## src/rtl/nopdec_pkg.sv

```systemverilog
package nopdec_pkg;

    localparam logic [7:0] OPC_NOP1  = 8'h90;
    localparam logic [7:0] OPC_ESC   = 8'h0F;
    localparam logic [7:0] OPC_NOPW  = 8'h1F;
    localparam logic [7:0] PFX_OSIZE = 8'h66;
    localparam logic [7:0] PFX_LOCK  = 8'hF0;

    typedef enum logic [1:0] {
        V_OTHER = 2'd0,
        V_NOP   = 2'd1,
        V_FAULT = 2'd2
    } verdict_t;

    typedef struct packed {
        logic [1:0] mode;
        logic [2:0] reg_f;
        logic [2:0] rm;
    } addr_byte_t;

    // Bytes that follow the addressing byte: index byte plus displacement.
    function automatic logic [2:0] addr_extra(input logic [7:0] ab, input logic [7:0] ib);
        addr_byte_t a;
        logic [2:0] n;
        a = addr_byte_t'(ab);
        n = 3'd0;
        if (a.mode != 2'd3) begin
            if (a.rm == 3'd4) begin
                n = 3'd1;
                if (a.mode == 2'd0 && ib[2:0] == 3'd5) n = n + 3'd4;
            end
            if (a.mode == 2'd1)                     n = n + 3'd1;
            else if (a.mode == 2'd2)                n = n + 3'd4;
            else if (a.mode == 2'd0 && a.rm == 3'd5) n = n + 3'd4;
        end
        return n;
    endfunction

endpackage

```

## src/rtl/nopdec_prefix_scan.sv

```systemverilog
module nopdec_prefix_scan
    import nopdec_pkg::*;
#(
    parameter int WIN_BYTES = 16,
    parameter int MAX_PFX   = 2,
    parameter int PC_W      = $clog2(MAX_PFX + 1)
) (
    input  logic [WIN_BYTES*8-1:0] win,
    output logic [PC_W-1:0]        pfx_cnt,
    output logic                   lock_seen
);

    logic [MAX_PFX-1:0] is_pfx;
    logic [MAX_PFX-1:0] is_lock;
    logic [MAX_PFX-1:0] run;

    for (genvar i = 0; i < MAX_PFX; i++) begin : g_pfx
        assign is_lock[i] = (win[8*i +: 8] == PFX_LOCK);
        assign is_pfx[i]  = (win[8*i +: 8] == PFX_OSIZE) || is_lock[i];
        if (i == 0) begin : g_first
            assign run[i] = is_pfx[i];
        end else begin : g_next
            assign run[i] = run[i-1] & is_pfx[i];
        end
    end

    assign pfx_cnt   = PC_W'($countones(run));
    assign lock_seen = |(run & is_lock);

endmodule

```

## src/rtl/nopdec_classify.sv

```systemverilog
module nopdec_classify
    import nopdec_pkg::*;
#(
    parameter int WIN_BYTES = 16,
    parameter int PC_W      = 2,
    parameter int NB_W      = 6
) (
    input  logic [WIN_BYTES*8-1:0] win,
    input  logic [PC_W-1:0]        pfx_cnt,
    input  logic                   lock_seen,
    input  logic                   wide_en,
    output verdict_t               verdict,
    output logic [NB_W-1:0]        needed,
    output logic [NB_W-1:0]        length
);

    function automatic logic [7:0] pick(input logic [WIN_BYTES*8-1:0] w, input logic [NB_W-1:0] k);
        logic [7:0] r;
        r = 8'h00;
        for (int i = 0; i < WIN_BYTES; i++) begin
            if (k == NB_W'(i)) r = w[8*i +: 8];
        end
        return r;
    endfunction

    logic [NB_W-1:0] p;
    logic [7:0]      op0, op1, ab, ib;

    assign p   = NB_W'(pfx_cnt);
    assign op0 = pick(win, p);
    assign op1 = pick(win, p + NB_W'(1));
    assign ab  = pick(win, p + NB_W'(2));
    assign ib  = pick(win, p + NB_W'(3));

    always_comb begin
        verdict = V_OTHER;
        needed  = p + NB_W'(1);
        length  = '0;
        if (op0 == OPC_NOP1) begin
            verdict = lock_seen ? V_FAULT : V_NOP;
            length  = p + NB_W'(1);
        end else if (op0 == OPC_ESC) begin
            needed = p + NB_W'(2);
            if (op1 == OPC_NOPW) begin
                if (!wide_en) begin
                    verdict = V_FAULT;
                end else begin
                    needed = p + NB_W'(3);
                    if (ab[5:3] == 3'd0) begin
                        if (lock_seen) begin
                            verdict = V_FAULT;
                        end else begin
                            verdict = V_NOP;
                            needed  = p + NB_W'(3) + NB_W'(addr_extra(ab, ib));
                            length  = needed;
                        end
                    end
                end
            end
        end
    end

endmodule

```

## src/rtl/nop_len_decoder.sv

```systemverilog
module nop_len_decoder
    import nopdec_pkg::*;
#(
    parameter int WIN_BYTES = 16,
    parameter int MAX_PFX   = 2,
    parameter int CNT_W     = $clog2(WIN_BYTES + 1),
    parameter int LEN_W     = 4
) (
    input  logic                   clk,
    input  logic                   rst,
    input  logic                   in_valid,
    input  logic [WIN_BYTES*8-1:0] win_bytes,
    input  logic [CNT_W-1:0]       byte_count,
    input  logic                   wide_nop_en,
    output logic                   out_valid,
    output logic                   is_nop,
    output logic                   inval_op,
    output logic                   need_more,
    output logic [LEN_W-1:0]       nop_len
);

    localparam int PC_W = $clog2(MAX_PFX + 1);
    localparam int NB_W = CNT_W + 1;

    logic [PC_W-1:0] pfx_cnt;
    logic            lock_seen;
    verdict_t        verdict;
    logic [NB_W-1:0] needed;
    logic [NB_W-1:0] length;
    logic            short_win;

    nopdec_prefix_scan #(
        .WIN_BYTES(WIN_BYTES), .MAX_PFX(MAX_PFX), .PC_W(PC_W)
    ) u_scan (
        .win(win_bytes), .pfx_cnt(pfx_cnt), .lock_seen(lock_seen)
    );

    nopdec_classify #(
        .WIN_BYTES(WIN_BYTES), .PC_W(PC_W), .NB_W(NB_W)
    ) u_cls (
        .win(win_bytes), .pfx_cnt(pfx_cnt), .lock_seen(lock_seen),
        .wide_en(wide_nop_en), .verdict(verdict), .needed(needed), .length(length)
    );

    assign short_win = needed > NB_W'(byte_count);

    always_ff @(posedge clk) begin
        if (rst) begin
            out_valid <= 1'b0;
            is_nop    <= 1'b0;
            inval_op  <= 1'b0;
            need_more <= 1'b0;
            nop_len   <= '0;
        end else begin
            out_valid <= in_valid;
            if (in_valid) begin
                need_more <= short_win;
                is_nop    <= !short_win && verdict == V_NOP;
                inval_op  <= !short_win && verdict == V_FAULT;
                nop_len   <= (!short_win && verdict == V_NOP) ? LEN_W'(length) : '0;
            end
        end
    end

    assert_one_flag_R11: assert property (@(posedge clk) disable iff (rst)
        $countones({is_nop, inval_op, need_more}) <= 1);

    assert_len_zero_R11: assert property (@(posedge clk) disable iff (rst)
        !is_nop |-> nop_len == '0);

    assert_strobe_R10: assert property (@(posedge clk) disable iff (rst)
        in_valid |=> out_valid);

    assert_hold_R10: assert property (@(posedge clk) disable iff (rst)
        !in_valid |=> !out_valid && $stable(is_nop) && $stable(nop_len) && $stable(inval_op));

    assert_len_fits_R9: assert property (@(posedge clk) disable iff (rst)
        in_valid |=> !is_nop || (CNT_W'(nop_len) <= $past(byte_count) && nop_len != '0));

endmodule

```

## config.mk

```make
export PLATFORM = sky130hd
export DESIGN_NAME = nop_len_decoder
export DESIGN_NICKNAME = d
export VERILOG_FILES = /design/src/rtl/nopdec_pkg.sv /design/src/rtl/nopdec_prefix_scan.sv /design/src/rtl/nopdec_classify.sv /design/src/rtl/nop_len_decoder.sv
export SDC_FILE = /design/constraint.sdc
export NUM_CORES = 1
export LEC_CHECK = 0
export BUFFER_PORTS_ARGS = -buffer_cell sky130_fd_sc_hd__buf_4
export CORE_MARGIN = 5
export CORE_UTILIZATION = 35
export CTS_BUF_LIST = sky130_fd_sc_hd__clkbuf_16
export CTS_CLUSTER_DIAMETER = 100
export DETAILED_ROUTE_END_ITERATION = 7
export GPL_ROUTABILITY_DRIVEN = 0
export PLACE_DENSITY = 0.8
export SLEW_MARGIN = 10
export SYNTH_ARGS = -nofsm -noshare
export SYNTH_HDL_FRONTEND = slang
export SYNTH_SLANG_ARGS = --single-unit
```

## constraint.sdc

```tcl
create_clock -name clk -period 5.3 [get_ports clk]
set_clock_uncertainty 0.15 [all_clocks]
set_input_delay 0.53 -clock clk [delete_from_list [all_inputs] [get_ports clk]]
set_output_delay 0.53 -clock clk [all_outputs]
set_load 0.02 [all_outputs]
```

==> impl_metrics.env <==
export IMPL_worst_hold_path_depth=2
export IMPL_cts_tree="yes"
export IMPL_dpl_worst_slack_ps=148
export IMPL_num_rows=22
export IMPL_detailedRoute_firstIterationViolations=64
export IMPL_layout_min_cycle_time_ps=4800
export IMPL_critPathLaunchType="input pin"
export IMPL_fin_setup_tns_ps=0
export IMPL_start_util=0.365
export IMPL_synth_yosys_warnings=0
export IMPL_gr_usage_all_layers=0.157
export IMPL_finalHoldWorstSlack_ps=306
export IMPL_hold_buffers=0
export IMPL_ff2ff_path_depth=3
export IMPL_number_of_setup_buffers_added_after_cts=0
export IMPL_grt_max_degree=12
export IMPL_mappedNetlistArea_um2=1350
export IMPL_dominant_register_cell_in_the_synthesized_netlist="sky130_fd_sc_hd__dfxtp_1"
export IMPL_slew_headroom=0.659
export IMPL_worstReg2RegEnd="nop_len[1]"
export IMPL_syn_avg_cell_area_um2=7.57
export IMPL_tritoncts_buffer_count=3
export IMPL_design_area_um2=1950
export IMPL_worst_pin_slew_ps=508
export IMPL_register_area_um2=160
export IMPL_synth_largest_type_area_fraction=0.119
export IMPL_worst_setup_path_end_kind="flip-flop"
export IMPL_placed_cells=286
export IMPL_grt_antenna_before_repair=0
export IMPL_final_hold_viol_count=0
export IMPL_worst_path_max_delay_cell="sky130_fd_sc_hd__fa_1"
export IMPL_critical_path_max_stage_delay_ps=480
export IMPL_cp_arrival_ps=4800
export IMPL_ys_ff_latch=8
export IMPL_asyncSetResetFlopFracSynth=0
export IMPL_yosysSeqAreaShare=0.119
export IMPL_instance_count_of_the_mapped_netlist=178
export IMPL_fin_crit_sh=0.906
export IMPL_die_y_um=72.1
export IMPL_synth_area_leader_cell="sky130_fd_sc_hd__dfxtp_1"
export IMPL_finalPower_uw=267
export IMPL_count_of_cell_types_in_the_netlist=60
export IMPL_clk_pin_slew_ps=40
export IMPL_highest_achievable_clock_rate_mhz=208
export IMPL_drc_errors=0
export IMPL_cp_max_fo=9
export IMPL_port_buffers=59
export IMPL_final_util=0.528
export IMPL_rsz0062_at_grt="false"
export IMPL_hold_class="flip-flop to flip-flop"
export IMPL_clock_sinks=8
export IMPL_crit_type="input pin to flip-flop"
export IMPL_net_count_after_synthesis=324
export IMPL_timing_critical_path_cells="buf_4 -> and4bb_1 -> a21boi_4 -> inv_2 -> nand3b_1 -> o21ai_1 -> o211a_1 -> ha_1 -> and2_1 -> ha_1 -> fa_1 -> inv_1 -> o21bai_1 -> a21boi_0 -> o21ai_1 -> ha_1 -> nor2b_1 -> o21a_1 -> o21ai_0 -> a21oi_1 -> nor2_1 -> nand4b_1 -> o211ai_1"
export IMPL_routed_via_count=1665
export IMPL_synth_area_top_cells="sky130_fd_sc_hd__dfxtp_1 (12%), sky130_fd_sc_hd__ha_1 (7.4%), sky130_fd_sc_hd__nand2_1 (5.3%)"
export IMPL_min_to="nop_len[2]"
export IMPL_fp_dieArea_um2=5190
export IMPL_min_delay_start="nop_len[2]"
export IMPL_multiInputGateArea_um2=1120
export IMPL_timing_max_transition_violations_final=0
export IMPL_synth_edff_count=0
export IMPL_first_pass_iters=4
export IMPL_standard_cell_area_after_detailed_placement_um2=1860
export IMPL_htreeDepth=1
export IMPL_overflow=0
export IMPL_ant_nets=0
export IMPL_boundaryPins=145
export IMPL_clk_latency_ps=230
export IMPL_n_antenna_cell=0
export IMPL_cts_repair_resized=0
export IMPL_area_growth_syn_to_layout_pct=44.7
export IMPL_final_nets=389
export IMPL_setup_viol=0
export IMPL_outcome="finished clean"
export IMPL_detailed_place_hpwl_um=3470
export IMPL_cts_root_to_sink_buffers=2
export IMPL_layout_cells_non_filler=289
export IMPL_root_buffer="sky130_fd_sc_hd__clkbuf_16"
export IMPL_placeableCoreArea_um2=3690
export IMPL_drt_total_wl_um=4140
export IMPL_pwr_density_cell_nw_per_um2=137
export IMPL_timing_reg2reg_setup_slack_ps=4390
export IMPL_critPathRequiredTime_ps=5290
export IMPL_critPathMostFrequentCell="sky130_fd_sc_hd__ha_1"
export IMPL_die_x_um=72.1
export IMPL_static_leakage_power_nw=0.868
export IMPL_grt_pass1_wl_um=6820
export IMPL_critical_path_reg2reg_startpoint="nop_len[1]"
export IMPL_vdd_ir_drop_worst_uv=107
export IMPL_fillers=380
export IMPL_max_cap_violations=0
export IMPL_final_layout_size_suffix_gt1_frac=0.320
export IMPL_postLayoutSetupSlackWorst_ps=496
export IMPL_route_detailed_wl_per_inst_um=14.3
export IMPL_grt_pass1_vias=1640
export IMPL_vias_per_cell=5.76
-- worst max path at each step --
stage	to	slack, ps	from
floorplan	nop_len[0]	660	win_bytes[3]
global placement	nop_len[0]	280	win_bytes[15]
detailed placement	nop_len[0]	150	win_bytes[15]
CTS	nop_len[0]	370	win_bytes[15]
global route	nop_len[0]	20	win_bytes[10]
finish	nop_len[0]	500	win_bytes[3]
-- worst max-delay path: cells and delay by family --
kind / cells / cell delay [ps]
compound gates: 10 / 1620
fa+ha+maj: 4 / 1220
buf+inv: 3 / 330
simple gates: 6 / 1090
-- Yosys cell counts (all sizes together) (5+ instances only) --
| library cell | count |
|---|---|
| a21oi | 10 |
| a31oi | 5 |
| buf | 5 |
| dfxtp | 8 |
| ha | 8 |
| inv | 10 |
| nand2 | 19 |
| nand3 | 5 |
| nor2 | 12 |
| nor2b | 7 |
| nor3 | 6 |
| o211ai | 5 |
| o21ai | 9 |
-- metal layers --
| metal | wire length [um] | GRT usage | share of wire | up-vias |
|---|---|---|---|---|
| met4 | 91 | 0.0397 | 0.022 | 0 |
| li1 | - | - | - | 825 |
| met5 | 0 | 0 | 0 | - |
| met2 | 2120 | 0.282 | 0.51 | 60 |
| met1 | 1700 | 0.185 | 0.41 | 770 |
| met3 | 240 | 0.0388 | 0.058 | 10 |
-- power by group --
part | leakage, nW | internal, mW | switching, mW
clock | 0.0370 | 0.0970 | 0.0268
combinational | 0.766 | 0.0447 | 0.0374
sequential | 0.0649 | 0.0614 | 0.000285
-- layout by cell type (no fill, tap or decap), drive strengths merged, types with 3 or more instances in the layout --
cell / synthesis / final
a21oi: 10 / 10
a31oi: 5 / 5
and2: 4 / 4
and4bb: 4 / 4
buf: 5 / 66
clkbuf: 1 / 3
dfxtp: 8 / 8
ha: 8 / 8
inv: 10 / 10
nand2: 19 / 19
nand2b: 3 / 3
nand3: 5 / 5
nand4: 4 / 4
nand4b: 3 / 3
nand4bb: 4 / 4
nor2: 12 / 12
nor2b: 7 / 7
nor3: 6 / 6
o211ai: 5 / 5
o21ai: 9 / 9
or3: 3 / 3
-- sequential cells by signal (all words and copies together), names as in the netlist --
| signal | flops |
|---|---|
| is_nop | 1 |
| out_valid | 1 |
| inval_op | 1 |
| need_more | 1 |
| nop_len | 4 |
-- cells by family (layout without fill, tap and decap cells) --
| family | count (synthesis) | count (layout) | share of synthesized area |
|---|---|---|---|
| AO/OA/AOI/OAI | 58 | 58 | 0.320 |
| XOR/XNOR | 1 | 1 | 0.00650 |
| adder cells (fa/ha/maj) | 9 | 9 | 0.0891 |
| buffers and inverters | 16 | 79 | 0.0566 |
| flip-flops | 8 | 8 | 0.119 |
| multiplexers | 3 | 3 | 0.0232 |
| AND/OR/NAND/NOR | 83 | 83 | 0.385 |
-- final cells by class --
type,count,area share
clock buffer,3,0.0385
inverter,10,0.0193
tap,48,0.0308
sequential,8,0.0822
timing repair buffer,66,0.254
multi-input combinational,154,0.575
Power figures use the tool's default switching activity.
